File: config.mk
export PLATFORM = sky130hd
export DESIGN_NAME = legacy_route
export DESIGN_NICKNAME = d
export VERILOG_FILES = /design/src/rtl/legacy_route_pkg.sv /design/src/rtl/legacy_route_cfg.sv /design/src/rtl/legacy_route_segsel.sv /design/src/rtl/legacy_route_decode.sv /design/src/rtl/legacy_route.sv
export SDC_FILE = /design/constraint.sdc
export NUM_CORES = 1
export LEC_CHECK = 0
export ABC_AREA = 1
export CORE_ASPECT_RATIO = 1.1
export CORE_UTILIZATION = 44
export DETAILED_ROUTE_END_ITERATION = 7
export PLACE_DENSITY = 0.8
export SKIP_CTS_REPAIR_TIMING = 1
export SYNTH_ARGS = -nofsm -noshare
export SYNTH_HDL_FRONTEND = slang
export SYNTH_SLANG_ARGS = --single-unit
File: constraint.sdc
create_clock -name clk -period 2.5 [get_ports clk]
set_input_delay 0.5 -clock clk [delete_from_list [all_inputs] [get_ports clk]]
set_output_delay 0.5 -clock clk [all_outputs]
set_load 0.01 [all_outputs]
File: src/rtl/legacy_route_pkg.sv
`timescale 1ns/1ps
package legacy_route_pkg;

  localparam int SEG_COUNT = 13;
  localparam int ATTR_W    = 2;
  localparam int SEG_IW    = $clog2(SEG_COUNT);
  localparam int ATTR_FLAT = SEG_COUNT * ATTR_W;
  localparam int SEGS_PER_BYTE = 8 / ATTR_W;

  localparam logic [7:0] OFS_ATTR0 = 8'h90;
  localparam logic [7:0] OFS_HOLE  = 8'h97;
  localparam logic [7:0] OFS_CTRL  = 8'h9D;

  localparam int CTRL_LOW   = 0;
  localparam int CTRL_SMRAM = 1;
  localparam int CTRL_VGA   = 2;
  localparam int HOLE_BIT   = 7;

  localparam logic [31:0] LIM_BASE  = 32'h0008_0000;
  localparam logic [31:0] LIM_LOW   = 32'h000A_0000;
  localparam logic [31:0] LIM_VIDEO = 32'h000C_0000;
  localparam logic [31:0] LIM_SEG   = 32'h0010_0000;
  localparam logic [31:0] HOLE_LO   = 32'h00F0_0000;
  localparam logic [31:0] HOLE_HI   = 32'h0100_0000;
  localparam int SEG_SHIFT  = 14;
  localparam int SEG_FIRST  = 48;
  localparam int SEG_LAST   = SEG_COUNT - 1;

  typedef enum logic [2:0] {
    RG_BASE, RG_LOWHOLE, RG_VIDEO, RG_SEG, RG_HOLE, RG_EXT
  } region_e;

  typedef enum logic [1:0] {
    TGT_DRAM = 2'd0, TGT_PCI = 2'd1, TGT_AGP = 2'd2, TGT_REJECT = 2'd3
  } target_e;

  function automatic region_e classify(input logic [31:0] a);
    if (a < LIM_BASE)                     return RG_BASE;
    else if (a < LIM_LOW)                 return RG_LOWHOLE;
    else if (a < LIM_VIDEO)               return RG_VIDEO;
    else if (a < LIM_SEG)                 return RG_SEG;
    else if (a >= HOLE_LO && a < HOLE_HI) return RG_HOLE;
    else                                  return RG_EXT;
  endfunction

  function automatic logic [SEG_IW-1:0] seg_index(input logic [31:0] a);
    int blk;
    blk = int'(a >> SEG_SHIFT) - SEG_FIRST;
    if (blk > SEG_LAST) blk = SEG_LAST;
    if (blk < 0) blk = 0;
    return SEG_IW'(blk);
  endfunction

  function automatic target_e attr_target(input logic [ATTR_W-1:0] attr,
                                          input logic wr);
    logic to_dram;
    to_dram = wr ? attr[1] : attr[0];
    return to_dram ? TGT_DRAM : TGT_PCI;
  endfunction

  function automatic logic [3:0] tgt_onehot(input target_e t);
    return 4'b0001 << t;
  endfunction

endpackage

File: src/rtl/legacy_route_cfg.sv
`timescale 1ns/1ps
module legacy_route_cfg
  import legacy_route_pkg::*;
(
  input  logic                 clk,
  input  logic                 rst_n,
  input  logic                 cfg_wr,
  input  logic                 cfg_rd,
  input  logic [7:0]           cfg_addr,
  input  logic [7:0]           cfg_wdata,
  output logic [7:0]           cfg_rdata,
  output logic [ATTR_FLAT-1:0] attr_flat,
  output logic                 hole_en,
  output logic                 low_hole_en,
  output logic                 smram_en,
  output logic                 vga_agp
);

  for (genvar g = 0; g < SEG_COUNT; g++) begin : g_seg
    localparam logic [7:0] SEG_OFS = OFS_ATTR0 + 8'(g / SEGS_PER_BYTE);
    localparam int         SEG_LSB = ATTR_W * (g % SEGS_PER_BYTE);
    logic [ATTR_W-1:0] attr_q;
    always_ff @(posedge clk) begin
      if (!rst_n)
        attr_q <= '0;
      else if (cfg_wr && cfg_addr == SEG_OFS)
        attr_q <= cfg_wdata[SEG_LSB +: ATTR_W];
    end
    assign attr_flat[g*ATTR_W +: ATTR_W] = attr_q;
  end

  always_ff @(posedge clk) begin
    if (!rst_n) begin
      hole_en <= 1'b0;
    end else if (cfg_wr && cfg_addr == OFS_HOLE) begin
      hole_en <= cfg_wdata[HOLE_BIT];
    end
  end

  always_ff @(posedge clk) begin
    if (!rst_n) begin
      low_hole_en <= 1'b0;
      smram_en    <= 1'b0;
      vga_agp     <= 1'b0;
    end else if (cfg_wr && cfg_addr == OFS_CTRL) begin
      low_hole_en <= cfg_wdata[CTRL_LOW];
      smram_en    <= cfg_wdata[CTRL_SMRAM];
      vga_agp     <= cfg_wdata[CTRL_VGA];
    end
  end

  logic [7:0] rd_mux;
  always_comb begin
    rd_mux = '0;
    for (int s = 0; s < SEG_COUNT; s++) begin
      if (cfg_addr == OFS_ATTR0 + 8'(s / SEGS_PER_BYTE))
        rd_mux[ATTR_W*(s % SEGS_PER_BYTE) +: ATTR_W] = attr_flat[s*ATTR_W +: ATTR_W];
    end
    if (cfg_addr == OFS_HOLE) rd_mux[HOLE_BIT] = hole_en;
    if (cfg_addr == OFS_CTRL) begin
      rd_mux[CTRL_LOW]   = low_hole_en;
      rd_mux[CTRL_SMRAM] = smram_en;
      rd_mux[CTRL_VGA]   = vga_agp;
    end
  end

  always_ff @(posedge clk) begin
    if (!rst_n)      cfg_rdata <= '0;
    else if (cfg_rd) cfg_rdata <= rd_mux;
  end

endmodule

File: src/rtl/legacy_route_segsel.sv
`timescale 1ns/1ps
module legacy_route_segsel
  import legacy_route_pkg::*;
(
  input  logic [31:0]          addr_x,
  input  logic [ATTR_FLAT-1:0] attr_flat,
  output logic [ATTR_W-1:0]    seg_attr
);

  logic [SEG_IW-1:0] idx;
  assign idx = seg_index(addr_x);

  always_comb begin
    seg_attr = '0;
    for (int s = 0; s < SEG_COUNT; s++) begin
      if (idx == SEG_IW'(s)) seg_attr = attr_flat[s*ATTR_W +: ATTR_W];
    end
  end

endmodule

File: src/rtl/legacy_route_decode.sv
`timescale 1ns/1ps
module legacy_route_decode
  import legacy_route_pkg::*;
(
  input  logic              valid,
  input  logic [31:0]       addr_x,
  input  logic              is_write,
  input  logic              is_smm,
  input  logic              is_host,
  input  logic [ATTR_W-1:0] seg_attr,
  input  logic              hole_en,
  input  logic              low_hole_en,
  input  logic              smram_en,
  input  logic              vga_agp,
  output region_e           region,
  output logic [3:0]        sel
);

  target_e tgt;

  assign region = classify(addr_x);

  always_comb begin
    tgt = TGT_DRAM;
    unique case (region)
      RG_BASE, RG_EXT: tgt = TGT_DRAM;
      RG_LOWHOLE:      tgt = low_hole_en ? TGT_PCI : TGT_DRAM;
      RG_VIDEO: begin
        if (smram_en && !is_host)     tgt = TGT_REJECT;
        else if (smram_en && is_smm)  tgt = TGT_DRAM;
        else                          tgt = vga_agp ? TGT_AGP : TGT_PCI;
      end
      RG_SEG:          tgt = attr_target(seg_attr, is_write);
      RG_HOLE:         tgt = hole_en ? TGT_PCI : TGT_DRAM;
      default:         tgt = TGT_DRAM;
    endcase
  end

  assign sel = valid ? tgt_onehot(tgt) : 4'b0000;

endmodule

File: src/rtl/legacy_route.sv
`timescale 1ns/1ps
module legacy_route
  import legacy_route_pkg::*;
#(
  parameter int ADDR_W = 24
) (
  input  logic              clk,
  input  logic              rst_n,
  input  logic              cfg_wr,
  input  logic              cfg_rd,
  input  logic [7:0]        cfg_addr,
  input  logic [7:0]        cfg_wdata,
  output logic [7:0]        cfg_rdata,
  input  logic              req_valid,
  input  logic [ADDR_W-1:0] req_addr,
  input  logic              req_write,
  input  logic              req_smm,
  input  logic              req_host,
  output logic              sel_dram,
  output logic              sel_pci,
  output logic              sel_agp,
  output logic              sel_reject
);

  logic [31:0]          addr_x;
  logic [ATTR_FLAT-1:0] attr_flat;
  logic [ATTR_W-1:0]    seg_attr;
  logic                 hole_en, low_hole_en, smram_en, vga_agp;
  region_e              region;
  logic [3:0]           sel;

  assign addr_x = 32'(req_addr);

  legacy_route_cfg u_cfg (
    .clk        (clk),
    .rst_n      (rst_n),
    .cfg_wr     (cfg_wr),
    .cfg_rd     (cfg_rd),
    .cfg_addr   (cfg_addr),
    .cfg_wdata  (cfg_wdata),
    .cfg_rdata  (cfg_rdata),
    .attr_flat  (attr_flat),
    .hole_en    (hole_en),
    .low_hole_en(low_hole_en),
    .smram_en   (smram_en),
    .vga_agp    (vga_agp)
  );

  legacy_route_segsel u_segsel (
    .addr_x   (addr_x),
    .attr_flat(attr_flat),
    .seg_attr (seg_attr)
  );

  legacy_route_decode u_dec (
    .valid      (req_valid),
    .addr_x     (addr_x),
    .is_write   (req_write),
    .is_smm     (req_smm),
    .is_host    (req_host),
    .seg_attr   (seg_attr),
    .hole_en    (hole_en),
    .low_hole_en(low_hole_en),
    .smram_en   (smram_en),
    .vga_agp    (vga_agp),
    .region     (region),
    .sel        (sel)
  );

  assign sel_dram   = sel[TGT_DRAM];
  assign sel_pci    = sel[TGT_PCI];
  assign sel_agp    = sel[TGT_AGP];
  assign sel_reject = sel[TGT_REJECT];

endmodule

**Word level (Yosys, flattened, before mapping)**

Cells that the tools add are included.
Widths: inputs -> output; s select.

- Bits in registers: 38
- Input port bits: 48
- Output and inout port bits: 12
- Word-level logic and storage cells: 105

- $add $sub $neg: 1
- $lt $le $gt $ge: 8
- Eq/ne operators: 22
- Shift operators: 1
- Mux-type cells: 44
- Reductions and logical operators: 11

Operator list:

| operator | count |
|---|---|
| $lt 24x20->1 const B | 3 |
| $mux 2 | 29 |
| $eq 8x8->1 const B | 6 |
| $gt 32x5->1 const B | 1 |
| $lt 32x1->1 const B | 1 |
| $mux 32 | 1 |
| $lt 24x25->1 const B | 1 |
| $ge 24x24->1 const B | 1 |
| $lt 24x21->1 const B | 1 |
| $eq 4x4->1 const B | 5 |
| $eq 4x3->1 const B | 4 |
| $mux 3 | 5 |
| $sub 10x6->11 const B | 1 |
| $logic_and 1x1->1 | 9 |
| $eq 4x2->1 const B | 2 |
| $mux 4 | 2 |
| $pmux 2 s4 | 1 |
| $eq 3x2->1 const B | 2 |
| $mux 1 | 6 |
| $eq 4x1->1 const B | 1 |
| $logic_not 4->1 | 1 |
| $shl 1x2->4 const A | 1 |
| $eq 3x1->1 const B | 1 |
| $eq 3x3->1 const B | 1 |
| $logic_not 1->1 | 1 |

**Longest topological paths before layout**

Gate-level depths: netlist (run 1).

- Word-level depth: 24
- Mapped depth: 21
- Mapped depth without buffers: 21

**Hierarchy**

From an unflattened synthesis (run 1), not the netlist that was laid out.

- Cells, all modules: 476
- Area, all modules: 2932.8 sq um

By module, submodules not included:

| module | times used | cells an instance | area each (sq um) | seq. area each (sq um) |
|---|---|---|---|---|
| legacy_route_cfg | 1 | 243 | 1791.7 | 760.7 |
| legacy_route_segsel | 1 | 167 | 810.8 | 0.0 |
| legacy_route_decode | 1 | 65 | 326.6 | 0.0 |
| legacy_route | 1 | 1 | 3.8 | 0.0 |

**Worst setup path after synthesis (run 1)**

No wires, ideal clock.

- Path type: in2out
- From: input req_addr[20]
- To: output sel_pci
- Data arrival time: 2034 ps
- Required time: 2000 ps
- Slack: -34 ps
- Stages on the path: 19
- Buffers on the path: 0
- Cell sequence: nor2_4 > nand2_4 > nor2_2 > nand3_2 > nand2_4 > inv_2 > nand2_4 > nor2_4 > a21oi_2 > nand2_1 > nand2_1 > nand2_1 > nand2_1 > nand4_1 > nand2_1 > nand2_1 > nand2_1 > nand3_2 > a21oi_1

- Word-level cells in the longest chain between the ends: 24
- Elaborated cells on any way between the ends: 52
- Those cells by class: 1 x add/sub; 8 x order compare; 16 x eq/ne; 1 x shift; 24 x mux; 2 x reduce/logical

RTL lines:

| what | RTL line | RTL |
|---|---|---|
| start, declared | legacy_route.sv:15 | `input logic [ADDR_W-1:0] req_addr,` |
| $sub 10x6->11 | legacy_route_pkg.sv:48 | `blk = int'(a >> SEG_SHIFT) - SEG_FIRST;` |
| $gt 32x5->1 | legacy_route_pkg.sv:49 | `if (blk > SEG_LAST) blk = SEG_LAST;` |
| $mux 32 | legacy_route_pkg.sv:49 |  |
| $lt 32x1->1 | legacy_route_pkg.sv:50 | `if (blk < 0) blk = 0;` |
| $mux 4 | legacy_route_pkg.sv:50 |  |
| $logic_not 4->1 | legacy_route_segsel.sv:16 | `if (idx == SEG_IW'(s)) seg_attr = attr_flat[s*ATTR_W +: ATTR_W];` |
| $mux 2 (13 in a row) | legacy_route_segsel.sv:16 |  |
| $mux 1 | legacy_route_pkg.sv:57 | `to_dram = wr ? attr[1] : attr[0];` |
| $mux 1 | legacy_route_pkg.sv:58 | `return to_dram ? TGT_DRAM : TGT_PCI;` |
| $pmux 2 s4 * | legacy_route_decode.sv:25 | `unique case (region)` |
| $shl 1x2->4 * | legacy_route_pkg.sv:62 | `return 4'b0001 << t;` |
| $mux 4 * | legacy_route_decode.sv:39 | `assign sel = valid ? tgt_onehot(tgt) : 4'b0000;` |
| end, declared | legacy_route.sv:20 | `output logic sel_pci,` |

Every way passes the cells marked *; elsewhere a longest branch is shown, timed or not.

**Worst setup path in the final report (run 1)**

- From: input req_addr[21]
- To: output sel_agp

- Word-level cells in the longest chain between the ends: 24
- Elaborated cells on any way between the ends: 52
- Those cells by class: 1 x add/sub; 8 x order compare; 16 x eq/ne; 1 x shift; 24 x mux; 2 x reduce/logical

RTL lines:

| what | RTL line | RTL |
|---|---|---|
| $sub 10x6->11 | legacy_route_pkg.sv:48 |  |
| $gt 32x5->1 | legacy_route_pkg.sv:49 |  |
| $mux 32 | legacy_route_pkg.sv:49 |  |
| $lt 32x1->1 | legacy_route_pkg.sv:50 |  |
| $mux 4 | legacy_route_pkg.sv:50 |  |
| $logic_not 4->1 | legacy_route_segsel.sv:16 |  |
| $mux 2 (13 in a row) | legacy_route_segsel.sv:16 |  |
| $mux 1 | legacy_route_pkg.sv:57 |  |
| $mux 1 | legacy_route_pkg.sv:58 |  |
| $pmux 2 s4 * | legacy_route_decode.sv:25 |  |
| $shl 1x2->4 * | legacy_route_pkg.sv:62 |  |
| $mux 4 * | legacy_route_decode.sv:39 |  |
| end, declared | legacy_route.sv:21 | `output logic sel_agp,` |

Marks and branches as above.

==> results of run 1 <==
where the power goes:
part | total (mW) | leakage, nW | internal, mW | switching (mW)
Combinational | 0.175 | 0.857 | 0.0861 | 0.0887
Sequential | 0.612 | 0.307 | 0.610 | 0.00244
Clock | 0.382 | 0.0383 | 0.192 | 0.190
Total | 1.17 | 1.20 | 0.887 | 0.282
kinds of logic (layout without fill, tap and decap cells):
family                 Yosys count  after routing
AND/OR/NAND/NOR                141            142
AO/OA/AOI/OAI                  100            100
buffers and inverters           54            131
flip-flops                      38             38
flip-flops by register name, indices dropped and copies added (netlist names):
signal / cells
u_cfg.cfg_rdata: 8
u_cfg.g_seg.attr_q: 26
u_cfg.hole_en: 1
u_cfg.low_hole_en: 1
u_cfg.smram_en: 1
u_cfg.vga_agp: 1
area by class of cell:
class                      count  area, um^2
clock buffer                   7        76.3
multi-input combinational    242        1370
timing repair buffer          78         676
fill                         442        1860
sequential                    38         761
inverter                      46         183
tap                           58        72.6
how the worst min path moves through the flow:
| stage | startpoint | endpoint | slack, ps | cells after the start |
|---|---|---|---|---|
| 6_report | u_cfg.cfg_rdata[5] | u_cfg.cfg_rdata[5] | 470 | 2 |
| 5_1_grt | u_cfg.cfg_rdata[6] | u_cfg.cfg_rdata[6] | 500 | 2 |
| 4_1_cts | u_cfg.cfg_rdata[5] | u_cfg.cfg_rdata[5] | 470 | 2 |
| 3_5_place_dp | u_cfg.cfg_rdata[5] | u_cfg.cfg_rdata[5] | 460 | 2 |
| 3_3_place_gp | u_cfg.cfg_rdata[3] | u_cfg.cfg_rdata[3] | 460 | 2 |
| 2_1_floorplan | u_cfg.g_seg[12].attr_q[1] | u_cfg.g_seg[12].attr_q[1] | 440 | 2 |
cell usage in the layout (no fill, tap or decap), drive strengths merged, types with 3 or more instances in the layout:
cell type	count
nand2	60
a21oi	53
nor2	44
inv	43
buf	41
dfxtp	38
o21ai	35
clkdlybuf4s50	31
nand3	19
clkbuf	11
nand4	8
nor3	8
a31oi	4
a221oi	3
clkinv	3
metal layers:
layer,vias up,global-route usage [%],share of wire (%)
met4,0,9.39,2.4
met5,-,0,0
met1,1143,30.5,45
met3,14,3.90,2.8
met2,44,42.0,50
li1,1279,-,-
Yosys cell counts (2+ instances only):
| library cell | count | area share, % |
|---|---|---|
| nand2_1 | 52 | 8.6 |
| o22ai_1 | 2 | 0.55 |
| nand2_4 | 6 | 3.0 |
| nand3_2 | 3 | 1.3 |
| a221oi_1 | 3 | 1.2 |
| a21oi_2 | 2 | 0.77 |
| nor2_2 | 4 | 1.1 |
| nor2_8 | 2 | 1.8 |
| a21oi_1 | 51 | 11 |
| nor3_1 | 6 | 1.3 |
| nand4_1 | 7 | 1.9 |
| nor2_4 | 5 | 2.5 |
| dfxtp_1 | 38 | 33 |
| a31oi_1 | 4 | 1.1 |
| nor3_2 | 2 | 0.88 |
| nor4_1 | 2 | 0.55 |
| nand3_1 | 15 | 3.3 |
| clkbuf_1 | 8 | 1.3 |
| o21ai_0 | 35 | 7.7 |
| inv_1 | 41 | 6.8 |
| clkinv_1 | 2 | 0.33 |
| nor2_1 | 33 | 5.5 |
metrics by stage:
stage / setup TNS, ps / utilization [%] / hold WS (ps) / area [um^2] / worst slack [ps]
floorplan: -68.9 / - / 439 / 2270 / -34.5
global placement: -4630 / 59.2 / 460 / 2960 / -1160
detailed placement: -4980 / 59.2 / 464 / 2960 / -1220
CTS: -4850 / 60.7 / 474 / 3040 / -1230
global route: -2520 / 62.8 / 504 / 3140 / -660
finish: -1670 / 62.8 / 472 / 3140 / -432
worst max-delay path: stages:
cell and delay [ps]:
buf_8 100, nor2_4 150, nand2_4 110, nor2_4 160, nand3_4 90, buf_4 140
nand2_2 90, nand3_2 130, a21oi_2 180, a21oi_1 80, nand4_1 90, nand2_1 60
nand3_1 70, nand2_1 90, nand3_4 90, nand2_2 60, nor2_1 100, buf_2 140
==> run_results.csv, run 1 <==
group,metric,value,unit
placed_design,port_buffers,45,
yosys,syn-num-nets,381,
floorplanning,dieHeight,77.4,um
yosys,synth_top_family_by_area,"simple AND/OR/NAND/NOR gates",
worst_setup_path,r2r_cells,4,
sta,fin_skew,3.87,ps
layout,fin_nets,459,
placed_design,dp_hpwl,4.94,mm
sta,rsz0062_at_grt,"yes",
yosys,yosysWarnings,0,
sta,finalHoldViolations,0,
yosys,synth_xor_area_share,0,%
routing,final_antenna_net_count,0,
power,power.total,1.17,mW
yosys,synthFlopType,"dfxtp_1",
yosys,synth.distinct_cells,32,
flow_run,drv_cap,0,
sta,worstMarginPinSlew,483,ps
sta,max_freq,341,MHz
layout,syn_to_final_growth,38.2,%
outcome,violations,"design-rule violations, negative setup slack",
sta,finalCritPeriodShare,117,%
routing,drtIter0Drc,131,
cts,cts_buffers,5,
cts,cts_tree,"yes",
global_routing,grt_max_degree,31,
sta,setup_violations,4,
layout,diodes,0,
layout,fin_cells,469,
yosys,seq_area_frac_synth,33.5,%
sta,period_minus_slack,2930,ps
floorplanning,ios,60,
floorplanning,start_util,45.4,%
floorplanning,rows,27,
worst_setup_path,endpoint,"sel_agp",
routing,vias,2480,
yosys,synth_compound_area_share,23.6,%
worst_setup_path,cp.required,2000,ps
floorplanning,core,0.00500,mm^2
yosys,synth-edff-count,0,
floorplanning,dieWidth,70.5,um
yosys,synth-seq-cells,38,
sta,worst_slack,-432,ps
routing,drc,4,
global_routing,antenna_found_initial,0,
cts,cts_root_buffer,"clkbuf_8",
worst_setup_path,cp_max_fo,5,
worst_setup_path,start_kind,"input port",
outcome,outcome,"finished with violations",
global_routing,grt-ovfl-total,0,
yosys,synthAdderAreaFrac,0,%
routing,wire_per_inst,14.0,um
global_routing,grt_pass1_wl,10.7,mm
worst_setup_path,r2r_slack,1420,ps
cts,clk_pin_slew,70,ps
worst_setup_path,critPathKind,"in2out",
cts,ctsHtreeMaxLevel,2,
yosys,synth-simple-area-share,33.6,%
sta,maxSlewViolCount,0,
power,p_leak,1.20,nW
worst_setup_path,cp-end-kind,"primary output",
worst_setup_path,cp-startpoint,"req_addr[21]",
cts,cts.sinks,38,
worst_setup_path,r2r_end,"u_cfg.cfg_rdata[1]",
yosys,synth.avg_cell_area,6.82,um^2
worst_setup_path,rr_startpoint,"u_cfg.g_seg[0].attr_q[1]",
floorplanning,die_area,0.00546,mm^2
worst_setup_path,cp.arrival,2430,ps
routing,drt-total-wl,6.55,mm
global_routing,grtUsageTotal,24.4,%
global_routing,first_global_vias,2374,
sta,slew_headroom,67.5,%
routing,dr.pass1.iters,6,
cts,clock_latency,280,ps
min_path,hold_class,"reg2reg",
power,p_per_area,372,mW/mm^2
yosys,netlist_instances,333,
yosys,yosys-mux-area-fraction,0,%
power,vdd_drop_max,0.370,mV
cts,clockBufferDepth,2,
layout,layout-drive-gt1-share,23.1,%
routing,viasPerCell,5.29,
yosys,async_flop_share,0,%
placed_design,place_congestion,0.873,
yosys,synth_area,0.00227,mm^2
placed_design,dp.cells,454,
Power figures use the tool's default switching activity.
==> inputs of run 2 (changes only) <==
--- a/config.mk
+++ b/config.mk
@@ -13,2 +13,3 @@
 export SKIP_CTS_REPAIR_TIMING = 1
+export SLEW_MARGIN = 0
 export SYNTH_ARGS = -nofsm -noshare
--- a/constraint.sdc
+++ b/constraint.sdc
@@ -3,2 +3,2 @@
 set_output_delay 0.5 -clock clk [all_outputs]
-set_load 0.01 [all_outputs]
+set_load 0.05 [all_outputs]
==> run_results.csv, run 2 (synthesis results as in run 1) <==
group,metric,value,unit
floorplanning,rows,27,
global_routing,grt_max_degree,31,
layout,nFillCells,437,
worst_setup_path,critPathKind,"in2out",
placed_design,dp_hpwl,4.83,mm
global_routing,grt-ovfl-total,0,
sta,setup_tns,-1930,ps
cts,cts_tree,"yes",
layout,largest_reg_flops,26,
worst_setup_path,cp.required,2000,ps
cts,clk_pin_slew,70,ps
global_routing,first_global_vias,2283,
global_routing,grt_pass1_wl,10.4,mm
layout,fin_nets,457,
routing,final_antenna_net_count,0,
cts,cts.sinks,38,
sta,fin_skew,3.16,ps
cts,cts_buffers,5,
floorplanning,dieHeight,77.4,um
worst_setup_path,start_kind,"input port",
cts,cts_root_buffer,"clkbuf_8",
worst_setup_path,path_cells,"clkbuf_2, nor2_4, nor2_4, buf_12, nor2_8, nand2_4, nand2_4, nand4_1, nand3_1, nand2_1, nand2_1, nand2_1, nand2_1, nand2_1, nand4_1, nand2_1, nand2_1, nand2_2, nand3_4, nand2_4, nor2_4, buf_12",
worst_setup_path,r2r_cells,4,
layout,syn_to_final_growth,43.8,%
routing,drc,4,
layout,fin_cells,467,
min_path,hold_class,"reg2reg",
power,seqPwrFrac,45.5,%
routing,drtIter0Drc,103,
placed_design,dp.cells,456,
sta,worst_slack,-492,ps
global_routing,grtUsageTotal,24.2,%
worst_setup_path,worst-path-buf-inv,3,
worst_setup_path,crit_top_cell,"nand2_1",
routing,dr.pass1.iters,6,
flow_run,drv_cap,0,
power,intPower,1.02,mW
layout,layout-drive-gt1-share,22.7,%
cts,ctsHtreeMaxLevel,2,
layout,stdcell_area,0.00327,mm^2
power,vdd_drop_max,0.341,mV
routing,viasPerCell,5.26,
sta,maxSlewViolCount,0,
power,p_per_area,411,mW/mm^2
power,p_sw_share,23.9,%
worst_setup_path,crit_path_max_incr_delay,140,ps
sta,max_freq,334,MHz
floorplanning,core,0.00500,mm^2
cts,clock_latency,290,ps
worst_setup_path,cpMaxStageDelayCell,"nor2_4",
worst_setup_path,cp.depth,22,
layout,regMostFlops,"u_cfg.g_seg.attr_q",
worst_setup_path,r2r_slack,1400,ps
routing,wire_per_inst,13.3,um
sta,worstMarginPinSlew,503,ps
sta,slew_headroom,66.3,%
power,comb_power_share,14.5,%
floorplanning,dieWidth,70.5,um
layout,final_common_cell,"a21oi_1",
min_path,whs_path_depth,2,
worst_setup_path,cp_top_family,"simple AND/OR/NAND/NOR gates",
floorplanning,die_area,0.00546,mm^2
routing,drt-total-wl,6.23,mm
worst_setup_path,cp_max_fo,8,
floorplanning,start_util,45.4,%
sta,setup_violations,4,
sta,rsz0062_at_grt,"yes",
placed_design,place_area,0.00308,mm^2
placed_design,place_congestion,0.866,
worst_setup_path,cp.arrival,2490,ps
sta,finalHoldViolations,0,
global_routing,antenna_found_initial,0,
outcome,violations,"design-rule violations, negative setup slack",
sta,period_minus_slack,2990,ps
cts,clockBufferDepth,2,
layout,diodes,0,
power,p_sw,0.321,mW
layout,reg_top3,"u_cfg.g_seg.attr_q (26), u_cfg.cfg_rdata (8)",
worst_setup_path,cp-end-kind,"primary output",
outcome,outcome,"finished with violations",
routing,vias,2458,
power,p_leak,1.25,nW
placed_design,port_buffers,45,
floorplanning,ios,60,
placed_design,place_ws,-873,ps
layout,layout_common_cells,"49 x a21oi_1, 46 x nand2_1, 41 x inv_1",
power,clkPwrFrac,39.9,%
sta,finalCritPeriodShare,120,%
run 2: cell count changes in the layout (fill, tap and decap cells not counted), moves of 3 or more:
cell / delta
a21oi_2: -3
buf_12: +5
buf_2: -4
inv_1: +3
run 2: worst register-to-register path: cells and delay by family (launching register included):
family | cells | cell delay (ps)
compound gates | 4 | 620
flops | 1 | 340
run 2: final timing paths:
check / startpoint / end
setup / recovery: req_addr[14] / sel_dram
hold / removal: u_cfg.cfg_rdata[5] / u_cfg.cfg_rdata[5]
setup reg to reg: u_cfg.g_seg[0].attr_q[0] / u_cfg.cfg_rdata[0]
hold reg to reg: u_cfg.cfg_rdata[5] / u_cfg.cfg_rdata[5]
run 2: metrics by stage:
stage	total power, mW	hold WS, ps	util, %
final	1.34	469	65.4
after floorplan	0.707	439	-
after global routing	1.39	494	65.4
after detailed placement	0.815	462	61.7
after global placement	0.813	461	61.7
after CTS	1.35	476	63.9
run 2: metal layers:
layer  vias to the layer above  share of wire, %  global-route usage [%]
met4                         0               2.1                    10.2
met2                        50                48                    41.0
met3                        11               4.1                    4.16
li1                       1270                 -                       -
met1                      1127                46                    30.2
met5                         -                 0                       0
run 2: cell type report:
type | count | area (um^2) | area share (%)
multi-input combinational | 241 | 1400 | 42.8
sequential | 38 | 761 | 23.3
timing repair buffer | 77 | 742 | 22.7
inverter | 46 | 183 | 5.59
clock buffer | 6 | 82.6 | 2.53
tap | 58 | 72.6 | 2.22
clock inverter | 1 | 30.0 | 0.919
run 2: power groups by stage:
stage	clock network, mW	registers [mW]	logic, mW
after floorplan	0	0.636	0.0711
after CTS	0.544	0.611	0.191
final	0.536	0.611	0.195
after detailed placement	0	0.625	0.190
after global routing	0.570	0.612	0.210
after global placement	0	0.625	0.187
